## config.mk

```make
export PLATFORM = sky130hd
export DESIGN_NAME = pcm_voice_port
export DESIGN_NICKNAME = d
export VERILOG_FILES = /design/src/rtl/pcm_pkg.sv /design/src/rtl/pcm_master_clk.sv /design/src/rtl/pcm_slave_sync.sv /design/src/rtl/pcm_framer.sv /design/src/rtl/pcm_voice_port.sv
export SDC_FILE = /design/constraint.sdc
export NUM_CORES = 1
export LEC_CHECK = 0
export BUFFER_PORTS_ARGS = -buffer_cell sky130_fd_sc_hd__buf_2
export CORE_UTILIZATION = 40
export DETAILED_ROUTE_END_ITERATION = 7
export MAX_ROUTING_LAYER = met4
export PLACE_DENSITY_LB_ADDON = 0.12
export SLEW_MARGIN = 20
export SYNTH_ARGS = -nofsm -noshare
export SYNTH_HDL_FRONTEND = slang
export SYNTH_SLANG_ARGS = --single-unit
```

## constraint.sdc

```tcl
create_clock -name clk -period 3.3 [get_ports clk]
set_input_delay 0.165 -clock clk [delete_from_list [all_inputs] [get_ports clk]]
set_output_delay 0.165 -clock clk [all_outputs]
set_load 0.05 [all_outputs]
```

## src/rtl/pcm_pkg.sv

```systemverilog
package pcm_pkg;

    localparam int SLOT_W = 16;
    localparam int SAMP_W = 13;
    localparam int PAD_W  = SLOT_W - SAMP_W;
    localparam int SB_W   = $clog2(SLOT_W);
    localparam int OFF_W  = $clog2(PAD_W + 1);

    // bit-clock events as seen in the system clock domain
    typedef struct packed {
        logic rise;
        logic fall;
        logic sync;
    } bit_evt_t;

    // where a slot bit lands inside the 13-bit sample
    typedef struct packed {
        logic            hit;
        logic [SB_W-1:0] idx;
    } fld_map_t;

    function automatic fld_map_t locate(input logic [SB_W-1:0]  sb,
                                        input logic [OFF_W-1:0] off,
                                        input logic             lsb);
        fld_map_t m;
        int k;
        k = int'(sb) - int'(off);
        m.hit = (k >= 0) && (k < SAMP_W);
        if (!m.hit)
            m.idx = '0;
        else if (lsb)
            m.idx = SB_W'(k);
        else
            m.idx = SB_W'(SAMP_W - 1 - k);
        return m;
    endfunction

    function automatic logic [SLOT_W-1:0] widen(input logic [SAMP_W-1:0] s);
        return {{PAD_W{s[SAMP_W-1]}}, s};
    endfunction

endpackage

```

## src/rtl/pcm_master_clk.sv

```systemverilog
module pcm_master_clk
    import pcm_pkg::*;
#(
    parameter int DIV_W      = 8,
    parameter int FRAME_BITS = 80
) (
    input  logic             clk,
    input  logic             rst,
    input  logic             en,
    input  logic             long_sync,
    input  logic [DIV_W-1:0] half_div,
    output bit_evt_t         ev,
    output logic             bclk,
    output logic             sync
);
    localparam int CNT_W = $clog2(FRAME_BITS);
    localparam logic [CNT_W-1:0] LAST   = CNT_W'(FRAME_BITS - 1);
    localparam logic [CNT_W-1:0] PRE    = CNT_W'(FRAME_BITS - 2);
    localparam logic [CNT_W-1:0] LONG_E = CNT_W'(SLOT_W - 1);

    logic [DIV_W-1:0] div_cnt;
    logic             bclk_q;
    logic [CNT_W-1:0] mcnt;
    logic             tick;

    assign tick = en && (div_cnt == half_div);

    always_ff @(posedge clk) begin
        if (rst || !en) begin
            div_cnt <= '0;
            bclk_q  <= 1'b0;
            mcnt    <= PRE;
        end else if (tick) begin
            div_cnt <= '0;
            bclk_q  <= ~bclk_q;
            if (!bclk_q)
                mcnt <= (mcnt == LAST) ? '0 : mcnt + 1'b1;
        end else begin
            div_cnt <= div_cnt + 1'b1;
        end
    end

    assign sync    = en && ((mcnt == LAST) || (long_sync && (mcnt < LONG_E)));
    assign bclk    = bclk_q;
    assign ev.rise = tick && !bclk_q;
    assign ev.fall = tick && bclk_q;
    assign ev.sync = sync;


    div_step_chk: assert property (@(posedge clk) disable iff (rst)
        (en && $past(en) && !$stable(bclk_q)) |-> $past(div_cnt == half_div));


    short_sync_chk: assert property (@(posedge clk) disable iff (rst)
        (en && !long_sync && ev.rise && sync) |=> !sync);

endmodule

```

## src/rtl/pcm_slave_sync.sv

```systemverilog
module pcm_slave_sync
    import pcm_pkg::*;
#(
    parameter int STAGES = 2
) (
    input  logic     clk,
    input  logic     rst,
    input  logic     bclk_in,
    input  logic     sync_in,
    input  logic     din,
    output bit_evt_t ev,
    output logic     din_s
);
    logic [2:0] stage [STAGES];
    logic       bclk_d;

    for (genvar g = 0; g < STAGES; g++) begin : g_stage
        always_ff @(posedge clk) begin
            if (rst)
                stage[g] <= '0;
            else if (g == 0)
                stage[g] <= {bclk_in, sync_in, din};
            else
                stage[g] <= stage[(g == 0) ? 0 : g - 1];
        end
    end

    always_ff @(posedge clk) begin
        if (rst)
            bclk_d <= 1'b0;
        else
            bclk_d <= stage[STAGES-1][2];
    end

    assign ev.rise = stage[STAGES-1][2] && !bclk_d;
    assign ev.fall = !stage[STAGES-1][2] && bclk_d;
    assign ev.sync = stage[STAGES-1][1];
    assign din_s   = stage[STAGES-1][0];


    rise_gap_chk: assert property (@(posedge clk) disable iff (rst)
        ev.rise |=> !ev.rise);

endmodule

```

## src/rtl/pcm_framer.sv

```systemverilog
module pcm_framer
    import pcm_pkg::*;
#(
    parameter int NUM_SLOTS = 5
) (
    input  logic                         clk,
    input  logic                         rst,
    input  bit_evt_t                     ev,
    input  logic                         din_bit,
    input  logic [OFF_W-1:0]             offset,
    input  logic                         lsb_first,
    input  logic [NUM_SLOTS-1:0]         slot_en,
    input  logic [NUM_SLOTS*SAMP_W-1:0]  tx_flat,
    output logic                         dout,
    output logic                         dout_oe,
    output logic [SLOT_W-1:0]            rx_sample,
    output logic [$clog2(NUM_SLOTS)-1:0] rx_slot,
    output logic                         rx_valid
);
    localparam int FRAME_BITS = NUM_SLOTS * SLOT_W;
    localparam int CNT_W      = $clog2(FRAME_BITS);
    localparam int SIDX_W     = $clog2(NUM_SLOTS);
    localparam logic [CNT_W-1:0] LAST    = CNT_W'(FRAME_BITS - 1);
    localparam logic [SB_W-1:0]  SB_LAST = SB_W'(SLOT_W - 1);

    logic              running;
    logic              pending;
    logic              sync_prev;
    logic [CNT_W-1:0]  bitcnt;
    logic [SAMP_W-1:0] tx_hold [NUM_SLOTS];
    logic [SAMP_W-1:0] rx_acc;
    logic [SAMP_W-1:0] acc_next;

    logic [SIDX_W-1:0] cur_slot;
    logic [SB_W-1:0]   sb;
    fld_map_t          fm;
    logic              en_sel;
    logic [SAMP_W-1:0] tx_word;
    logic              slot_on;

    assign cur_slot = SIDX_W'(bitcnt >> SB_W);
    assign sb       = bitcnt[SB_W-1:0];
    assign fm       = locate(sb, offset, lsb_first);

    always_comb begin
        en_sel  = 1'b0;
        tx_word = '0;
        for (int s = 0; s < NUM_SLOTS; s++) begin
            if (cur_slot == SIDX_W'(s)) begin
                en_sel  = slot_en[s];
                tx_word = tx_hold[s];
            end
        end
    end

    assign slot_on = running && en_sel;
    assign dout_oe = slot_on;
    assign dout    = slot_on && fm.hit && tx_word[fm.idx];

    always_comb begin
        acc_next = rx_acc;
        if (fm.hit)
            acc_next[fm.idx] = din_bit;
    end

    always_ff @(posedge clk) begin
        if (rst) begin
            running   <= 1'b0;
            pending   <= 1'b0;
            sync_prev <= 1'b0;
            bitcnt    <= '0;
            rx_acc    <= '0;
            rx_valid  <= 1'b0;
            rx_slot   <= '0;
            rx_sample <= '0;
            for (int s = 0; s < NUM_SLOTS; s++)
                tx_hold[s] <= '0;
        end else begin
            rx_valid <= 1'b0;
            if (ev.fall) begin
                sync_prev <= ev.sync;
                if (ev.sync && !sync_prev)
                    pending <= 1'b1;
                if (slot_on) begin
                    if (sb == SB_LAST) begin
                        rx_valid  <= 1'b1;
                        rx_slot   <= cur_slot;
                        rx_sample <= widen(acc_next);
                        rx_acc    <= '0;
                    end else begin
                        rx_acc <= acc_next;
                    end
                end
            end
            if (ev.rise) begin
                if (pending) begin
                    pending <= 1'b0;
                    running <= 1'b1;
                    bitcnt  <= '0;
                    rx_acc  <= '0;
                    for (int s = 0; s < NUM_SLOTS; s++)
                        tx_hold[s] <= tx_flat[s*SAMP_W +: SAMP_W];
                end else if (running) begin
                    if (bitcnt == LAST)
                        running <= 1'b0;
                    else
                        bitcnt <= bitcnt + 1'b1;
                end
            end
        end
    end


    rxv_single_chk: assert property (@(posedge clk) disable iff (rst)
        rx_valid |=> !rx_valid);


    rxv_after_fall_chk: assert property (@(posedge clk) disable iff (rst)
        rx_valid |-> $past(ev.fall));


    cnt_range_chk: assert property (@(posedge clk) disable iff (rst)
        running |-> (bitcnt <= LAST));


    cnt_hold_chk: assert property (@(posedge clk) disable iff (rst)
        (running && !ev.rise) |=> $stable(bitcnt));

endmodule

```

## src/rtl/pcm_voice_port.sv

```systemverilog
module pcm_voice_port
    import pcm_pkg::*;
#(
    parameter int NUM_SLOTS = 5,
    parameter int DIV_W     = 8,
    parameter int SYNC_STG  = 2
) (
    input  logic                         clk,
    input  logic                         rst,
    input  logic                         cfg_master,
    input  logic                         cfg_long_sync,
    input  logic                         cfg_lsb_first,
    input  logic [OFF_W-1:0]             cfg_offset,
    input  logic [DIV_W-1:0]             cfg_clk_div,
    input  logic [NUM_SLOTS-1:0]         cfg_slot_en,
    input  logic [NUM_SLOTS*SAMP_W-1:0]  tx_samples,
    input  logic                         bclk_in,
    input  logic                         sync_in,
    input  logic                         din,
    output logic                         bclk_out,
    output logic                         sync_out,
    output logic                         dout,
    output logic                         dout_oe,
    output logic [SLOT_W-1:0]            rx_sample,
    output logic [$clog2(NUM_SLOTS)-1:0] rx_slot,
    output logic                         rx_valid
);
    localparam int FRAME_BITS = NUM_SLOTS * SLOT_W;

    bit_evt_t m_ev;
    bit_evt_t s_ev;
    bit_evt_t ev_sel;
    logic     s_din;
    logic     din_sel;

    pcm_master_clk #(
        .DIV_W      (DIV_W),
        .FRAME_BITS (FRAME_BITS)
    ) u_mclk (
        .clk       (clk),
        .rst       (rst),
        .en        (cfg_master),
        .long_sync (cfg_long_sync),
        .half_div  (cfg_clk_div),
        .ev        (m_ev),
        .bclk      (bclk_out),
        .sync      (sync_out)
    );

    pcm_slave_sync #(
        .STAGES (SYNC_STG)
    ) u_ssync (
        .clk     (clk),
        .rst     (rst),
        .bclk_in (bclk_in),
        .sync_in (sync_in),
        .din     (din),
        .ev      (s_ev),
        .din_s   (s_din)
    );

    assign ev_sel  = cfg_master ? m_ev : s_ev;
    assign din_sel = cfg_master ? din  : s_din;

    pcm_framer #(
        .NUM_SLOTS (NUM_SLOTS)
    ) u_framer (
        .clk       (clk),
        .rst       (rst),
        .ev        (ev_sel),
        .din_bit   (din_sel),
        .offset    (cfg_offset),
        .lsb_first (cfg_lsb_first),
        .slot_en   (cfg_slot_en),
        .tx_flat   (tx_samples),
        .dout      (dout),
        .dout_oe   (dout_oe),
        .rx_sample (rx_sample),
        .rx_slot   (rx_slot),
        .rx_valid  (rx_valid)
    );


    rx_enabled_chk: assert property (@(posedge clk) disable iff (rst)
        rx_valid |-> cfg_slot_en[rx_slot]);


    slave_quiet_chk: assert property (@(posedge clk) disable iff (rst)
        !cfg_master |-> (!bclk_out && !sync_out));

endmodule

```

==> results.sh, run 1 <==
export IMPL_grtUsageTotal=0.187
export IMPL_seqPwrFrac=0.464
export IMPL_fp_row_count=45
export IMPL_synth_area_leader_cell="edfxtp_1"
export IMPL_syn_inst=584
export IMPL_path_clk_slew_ps=50
export IMPL_synth_cell_type_count=68
export IMPL_num_vias=4671
export IMPL_yosysWarnings=0
export IMPL_slew_viol_final=0
export IMPL_wl_per_cell_um=15.2
export IMPL_slew_headroom=0.326
export IMPL_grt_util_met1=0.228
export IMPL_wl_mm=14.0
export IMPL_grt_util_met2=0.303
export IMPL_cts_tree="yes"
export IMPL_crit_path_max_incr_delay_ps=350
export IMPL_ir_worst_vdd_v=0.000396
export IMPL_routed_via_density=5.09
export IMPL_clockBufferDepth=2
export IMPL_crit_arrival_ps=3010
export IMPL_place_hpwl_mm=10.0
export IMPL_hold_start="din"
export IMPL_initial_core_util=0.410
export IMPL_clock_latency_ps=410
export IMPL_die_height_um=127
export IMPL_grt_pass1_wl_mm=22.8
export IMPL_drt_antenna_violating_nets=0
export IMPL_synth_area_mm2=0.00626
export IMPL_rr_endpoint="u_framer.rx_acc[4]"
export IMPL_areaGrowthSynthToFinish_pct=22.4
export IMPL_avgSynthCellArea_um2=10.7
export IMPL_max_cap_viol_count=0
export IMPL_drtIter0Drc=172
export IMPL_p_sw_mw=0.764
export IMPL_layout_min_cycle_time_ps=3170
export IMPL_grt_overflow=0
export IMPL_pin_count=112
export IMPL_critPathSlowestCell="dfxtp_2"
export IMPL_drtPass1Iterations=4
export IMPL_outcome="finished, final reports clean"
export IMPL_grt_max_degree=66
export IMPL_numCtsBuffers=17
export IMPL_drive_above_1_share=0.279
export IMPL_io_buffers=111
export IMPL_reg2reg_depth=12
export IMPL_critical_path_peak_fanout=5
export IMPL_holdPathEnd="u_ssync.stage[0][0]"
export IMPL_crit_chain="inv_1, ha_1, xor2_2, ha_1, inv_1, mux2_2, a2111oi_2, a221oi_1, o21ai_1, a21oi_1, o31a_1, buf_6"
export IMPL_yosys_area_top_type_share=0.312
export IMPL_cts_htree_levels=4
export IMPL_ys_ff_latch=128
export IMPL_setup_viol=0
export IMPL_core_area_mm2=0.0153
export IMPL_hold_path_class="in -> reg"
export IMPL_worst_setup_path_type="reg -> out"
export IMPL_synth_flop_cell="edfxtp_1"
export IMPL_hold_path_depth=2
export IMPL_swShare=0.207
export IMPL_gp_congestion=0.845
export IMPL_final_area_mm2=0.00767
export IMPL_power_density_mw_per_mm2=480
export IMPL_final_fill_count=1428
export IMPL_clock_sinks=128
export IMPL_crit_reg2reg_launch="u_framer.bitcnt[0]"
export IMPL_die_width_um=127
export IMPL_antenna_found_initial=0
export IMPL_ys_seq_area_frac=0.513
export IMPL_fin_crit_sh=0.961
export IMPL_antenna_cells=0
export IMPL_required_ps=3130
export IMPL_synth_edff_count=65
export IMPL_ys_async_sr_fraction=0
export IMPL_clockRootBuffer="clkbuf_16"
export IMPL_synth_fp_nets=679
export IMPL_post_place_cells=883
export IMPL_critPathLaunchType="register"
export IMPL_finClkSkew_ps=11.5
export IMPL_p_leak_nw=3.02
export IMPL_ff2ff_setup_slack_ps=470
export IMPL_fp_dieArea_mm2=0.0162
export IMPL_comb_power_share=0.058
export IMPL_post_route_util=0.502
export IMPL_intPower_mw=2.92
export IMPL_first_global_vias=4668
export IMPL_drc=0
export IMPL_instances_no_fill=918
export IMPL_end_kind="output pin"
export IMPL_fmax_ghz=0.315
export IMPL_synth_area_leaders="edfxtp_1 31%, dfxtp_1 20%, and2_1 6.7%, mux2i_1 4.2%, nand3_1 2.6%"
export IMPL_placed_cell_area_mm2=0.00700
export IMPL_nets=789
export IMPL_finalHoldViolations=0
export IMPL_use_met3=0.0465
export IMPL_top_usage_layer="met2"
export IMPL_p_clk_frac=0.477
export IMPL_tightest_slew_ps=1010
## per-layer routing
layer  part of all wire  vias to the layer above
li1                   -                     2351
met1               0.47                     2181
met2               0.48                      122
met3              0.034                       17
met4              0.020                        0
met5                  0                        -
## power groups by stage
| stage | logic [mW] | clock network [mW] | registers (mW) |
|---|---|---|---|
| 5_1_grt | 0.237 | 1.87 | 1.71 |
| 3_5_place_dp | 0.203 | 0 | 1.74 |
| 2_1_floorplan | 0.117 | 0 | 1.74 |
| 6_report | 0.215 | 1.76 | 1.71 |
| 3_3_place_gp | 0.199 | 0 | 1.74 |
| 4_1_cts | 0.210 | 1.80 | 1.71 |
## sequential cells by signal (all words and copies together), names as in the netlist
signal / cells
u_ssync.bclk_d: 1
u_framer.pending: 1
u_framer.bitcnt: 7
u_mclk.div_cnt: 8
u_mclk.mcnt: 7
u_framer.running: 1
u_framer.sync_prev: 1
u_mclk.bclk: 1
u_framer.rx_sample: 13
u_ssync.stage: 6
u_framer.rx_slot: 3
u_framer.tx_hold: 65
u_framer.rx_valid: 1
u_framer.rx_acc: 13
## through the flow
stage                     TNS (ps)  power (mW)  worst slack (ps)  hold WS, ps
after floorplan                  0        1.86               491          293
after global placement           0        1.94               459          391
after detailed placement         0        1.95               342          379
after CTS                        0        3.72              12.6       0.0977
after global routing         -15.1        3.82             -15.1         7.49
final                            0        3.68               129         7.55
## synthesized netlist by cell type, drive strengths merged, types with 2 or more instances
cell type / n
nor4: 4
dfxtp: 63
inv: 14
xor2: 10
nor3: 10
nor2b: 14
a31oi: 6
nand2b: 6
a21o: 10
nor3b: 5
o22ai: 4
nor2: 40
and2: 67
o2bb2ai: 12
or4: 3
o211ai: 3
a221oi: 2
nand4: 2
or3: 6
a311oi: 3
nand4b: 3
a2111oi: 2
mux2i: 26
ha: 7
a22oi: 5
buf: 22
edfxtp: 65
o2111a: 2
nand3b: 3
o21ai: 16
xnor2: 13
nand3: 33
a32o: 7
mux4: 4
mux2: 3
and3: 13
nand2: 22
clkbuf: 14
o31a: 3
a21oi: 27
## worst max-delay path by stage
stage                            start                     end  slack (ps)
floorplan            u_mclk.div_cnt[0]  u_framer.tx_hold[0][0]         490
global placement    u_framer.bitcnt[1]                    dout         460
detailed placement  u_framer.bitcnt[0]                    dout         340
CTS                 u_framer.bitcnt[0]                    dout          10
global route        u_framer.bitcnt[0]                    dout         -20
finish              u_framer.bitcnt[0]                    dout         130
## cell type report
class | count | area [um^2] | area share
clock buffer | 24 | 462 | 0.0602
clock inverter | 8 | 92.6 | 0.0121
inverter | 14 | 52.6 | 0.00685
multi-input combinational | 406 | 2880 | 0.376
sequential | 128 | 3220 | 0.419
tap | 211 | 264 | 0.0344
timing repair buffer | 127 | 699 | 0.0912
## placed cells by master (no fill, tap or decap), types with 3 or more instances in the layout
cell       netlist  final
a22oi_1          5      5
nor3b_1          4      4
nor4_1           4      3
xor2_1           9      8
buf_2           13    110
mux2i_1         26     25
a21o_1           5      4
edfxtp_1        65     65
o211ai_1         3      3
inv_1           13     13
nor2_2           2      3
o2bb2ai_1       11     11
nand3b_1         3      3
nand4b_1         3      3
nand2b_1         6      6
nand2_1         21     21
buf_4            5     13
mux4_2           4      4
and3_1          11     11
and2_1          67     67
a32o_1           3      3
a32o_2           4      4
a21o_2           5      5
nand3_1         33     33
nor2b_1         14     14
a31oi_1          6      6
xnor2_1         13     11
ha_1             7      6
nor3_1          10      9
clkbuf_16        0     17
a21oi_1         27     27
o22ai_1          4      4
mux2_2           3      3
clkbuf_1        12      6
nor2_1          38     37
or3_1            6      6
dfxtp_1         63     61
o21ai_0         15     14
clkinv_2         0      5
## repair_timing
item | 4_1_cts | 5_1_grt
hold buffers | 2 | 0
endpoints found under the hold margin | 2 | 0
gates cloned | 0 | 0
endpoints found under the setup margin | 1 | 1
pin swaps | 1 | 2
gates resized for setup | 6 | 11
setup buffers | 1 | 0
## kinds of logic after synthesis
family,after synthesis,share of synthesized area
simple gates,234,0.209
buf+inv,50,0.0396
xor+xnor,24,0.0370
compound gates,108,0.126
mux,33,0.0614
fa+ha+maj,7,0.0140
flops,128,0.513
## critical path: cells and delay by family (launching register included)
family	cells	cell delay [ps]
fa+ha+maj	2	500
xor+xnor	1	190
mux	1	310
buf+inv	3	270
flops	1	350
compound gates	5	960
No activity file was read; power rests on OpenSTA's default activity.
==> run 2: changes to the inputs <==
clock period = 3.6 ns   (was 3.3 ns; I/O delays follow)
==> results.sh, run 2 (synthesis gave the netlist of run 1 again) <==
export IMPL_place_hpwl_mm=9.85
export IMPL_ff2ff_setup_slack_ps=570
export IMPL_numCtsBuffers=17
export IMPL_crit_path_max_incr_delay_ps=400
export IMPL_grt_pass1_wl_mm=22.4
export IMPL_crit_reg2reg_launch="u_framer.bitcnt[0]"
export IMPL_final_setup_worst_slack_ps=207
export IMPL_io_buffers=111
export IMPL_cts_htree_levels=4
export IMPL_final_fill_count=1399
export IMPL_tightest_slew_ps=939
export IMPL_hold_path_class="in -> reg"
export IMPL_grt_overflow=0
export IMPL_power_density_mw_per_mm2=474
export IMPL_critPathSlowestCell="dfxtp_1"
export IMPL_path_buf_inv=2
export IMPL_fmax_ghz=0.295
export IMPL_drc=0
export IMPL_first_global_vias=4540
export IMPL_slew_headroom=0.356
export IMPL_reg2reg_depth=11
export IMPL_hold_path_depth=2
export IMPL_setup_tns_ps=0
export IMPL_rsz0062_at_grt="false"
export IMPL_instances_no_fill=910
export IMPL_cpMostUsedCell="ha_1"
export IMPL_routed_via_density=5.09
export IMPL_final_cell_mix="111 x buf_2, 67 x and2_1, 65 x edfxtp_1, 63 x dfxtp_1, 37 x nor2_1"
export IMPL_critPathLaunchType="register"
export IMPL_outcome="finished, final reports clean"
export IMPL_rr_endpoint="u_framer.rx_sample[5]"
export IMPL_wl_per_cell_um=15.0
export IMPL_areaGrowthSynthToFinish_pct=21.9
export IMPL_largest_reg_flops=65
export IMPL_clockBufferDepth=2
export IMPL_place_ws_ps=494
export IMPL_cp_endpoint="dout"
export IMPL_setup_viol=0
export IMPL_nets=781
export IMPL_cpLargestDelayFamily="XOR/XNOR gates"
export IMPL_largest_register="u_framer.tx_hold"
export IMPL_worst_path_stages=12
export IMPL_drtPass1Iterations=4
export IMPL_drive_above_1_share=0.265
export IMPL_crit_chain="inv_1, ha_1, xor2_1, ha_1, nor2b_1, xnor2_1, xnor2_2, a22oi_1, a31oi_1, a21oi_1, o31a_1, buf_2"
export IMPL_cp_startpoint="u_framer.bitcnt[0]"
export IMPL_wl_mm=13.6
export IMPL_antenna_cells=0
export IMPL_finalHoldViolations=0
export IMPL_ir_worst_vdd_v=0.000297
export IMPL_die_width_um=127
export IMPL_mostFrequentLayoutCell="buf_2"
export IMPL_required_ps=3420
export IMPL_cts_tree="yes"
export IMPL_grt_max_degree=66
export IMPL_crit_arrival_ps=3210
export IMPL_max_cap_viol_count=0
export IMPL_slew_viol_final=0
export IMPL_worst_setup_path_type="reg -> out"
export IMPL_die_height_um=127
export IMPL_reg_top3="u_framer.tx_hold x65, u_framer.rx_acc x13, u_framer.rx_sample x13"
export IMPL_clock_sinks=128
export IMPL_clock_latency_ps=410
export IMPL_antenna_found_initial=0
export IMPL_finClkSkew_ps=8.21
export IMPL_pin_count=112
export IMPL_layout_min_cycle_time_ps=3390
export IMPL_p_leak_nw=3.00
export IMPL_fin_crit_sh=0.943
export IMPL_gp_congestion=0.828
export IMPL_end_kind="output pin"
export IMPL_fp_row_count=45
export IMPL_drt_antenna_violating_nets=0
export IMPL_grtUsageTotal=0.184
export IMPL_post_place_cells=875
export IMPL_clockRootBuffer="clkbuf_16"
export IMPL_critical_path_peak_fanout=5
export IMPL_path_clk_slew_ps=60
export IMPL_core_area_mm2=0.0153
export IMPL_num_vias=4635
export IMPL_fp_dieArea_mm2=0.0162
export IMPL_drtIter0Drc=286
export IMPL_initial_core_util=0.410
## run 2: how the worst min path moves through the flow
stage	startpoint	to
5_1_grt	din	u_ssync.stage[0][0]
6_report	din	u_ssync.stage[0][0]
4_1_cts	din	u_ssync.stage[0][0]
3_3_place_gp	sync_in	u_ssync.stage[0][1]
2_1_floorplan	din	u_ssync.stage[0][0]
3_5_place_dp	bclk_in	u_ssync.stage[0][2]
## run 2: layout make-up
type                       count  area [um^2]  share of cell area
sequential                   128         3210               0.421
timing repair buffer         119          633              0.0829
clock buffer                  18          429              0.0562
clock inverter                14          215              0.0282
tap                          211          264              0.0346
multi-input combinational    406         2830               0.370
inverter                      14         52.6             0.00688
## run 2: what timing repair did
item,4_1_cts,5_1_grt
setup endpoints to repair,0,1
buffers inserted,0,1
endpoints found under the hold margin,2,0
resized for setup,0,5
hold buffers,2,0
## run 2: layer usage
layer | up-vias | GRT usage | routed length [um]
li1 | 2331 | - | -
met1 | 2176 | 0.230 | 6460
met2 | 116 | 0.293 | 6520
met3 | 12 | 0.0385 | 487
met4 | 0 | 0.0700 | 154
met5 | - | - | 0
## run 2: per-stage QoR
stage	total power [mW]	utilization	hold WS [ps]	area (um^2)
after global routing	3.74	0.500	18.1	7630
after CTS	3.65	0.499	6.93	7610
after global placement	1.78	0.455	405	6940
final	3.62	0.500	25.0	7630
after detailed placement	1.78	0.455	405	6940
after floorplan	1.70	-	308	6260
## run 2: report_power, final
part	switching (mW)	internal, mW
combinational	0.105	0.0841
clock	0.635	1.23
sequential	0.00937	1.56
total	0.750	2.87
## run 2: worst reg2reg max path, delay by kind of cell (launching register included)
kind	cells	cell delay [ps]
XOR/XNOR	3	760
buffers and inverters	2	260
AO/OA/AOI/OAI	2	760
adder cells (fa/ha/maj)	2	410
flip-flops	1	400
AND/OR/NAND/NOR	2	330
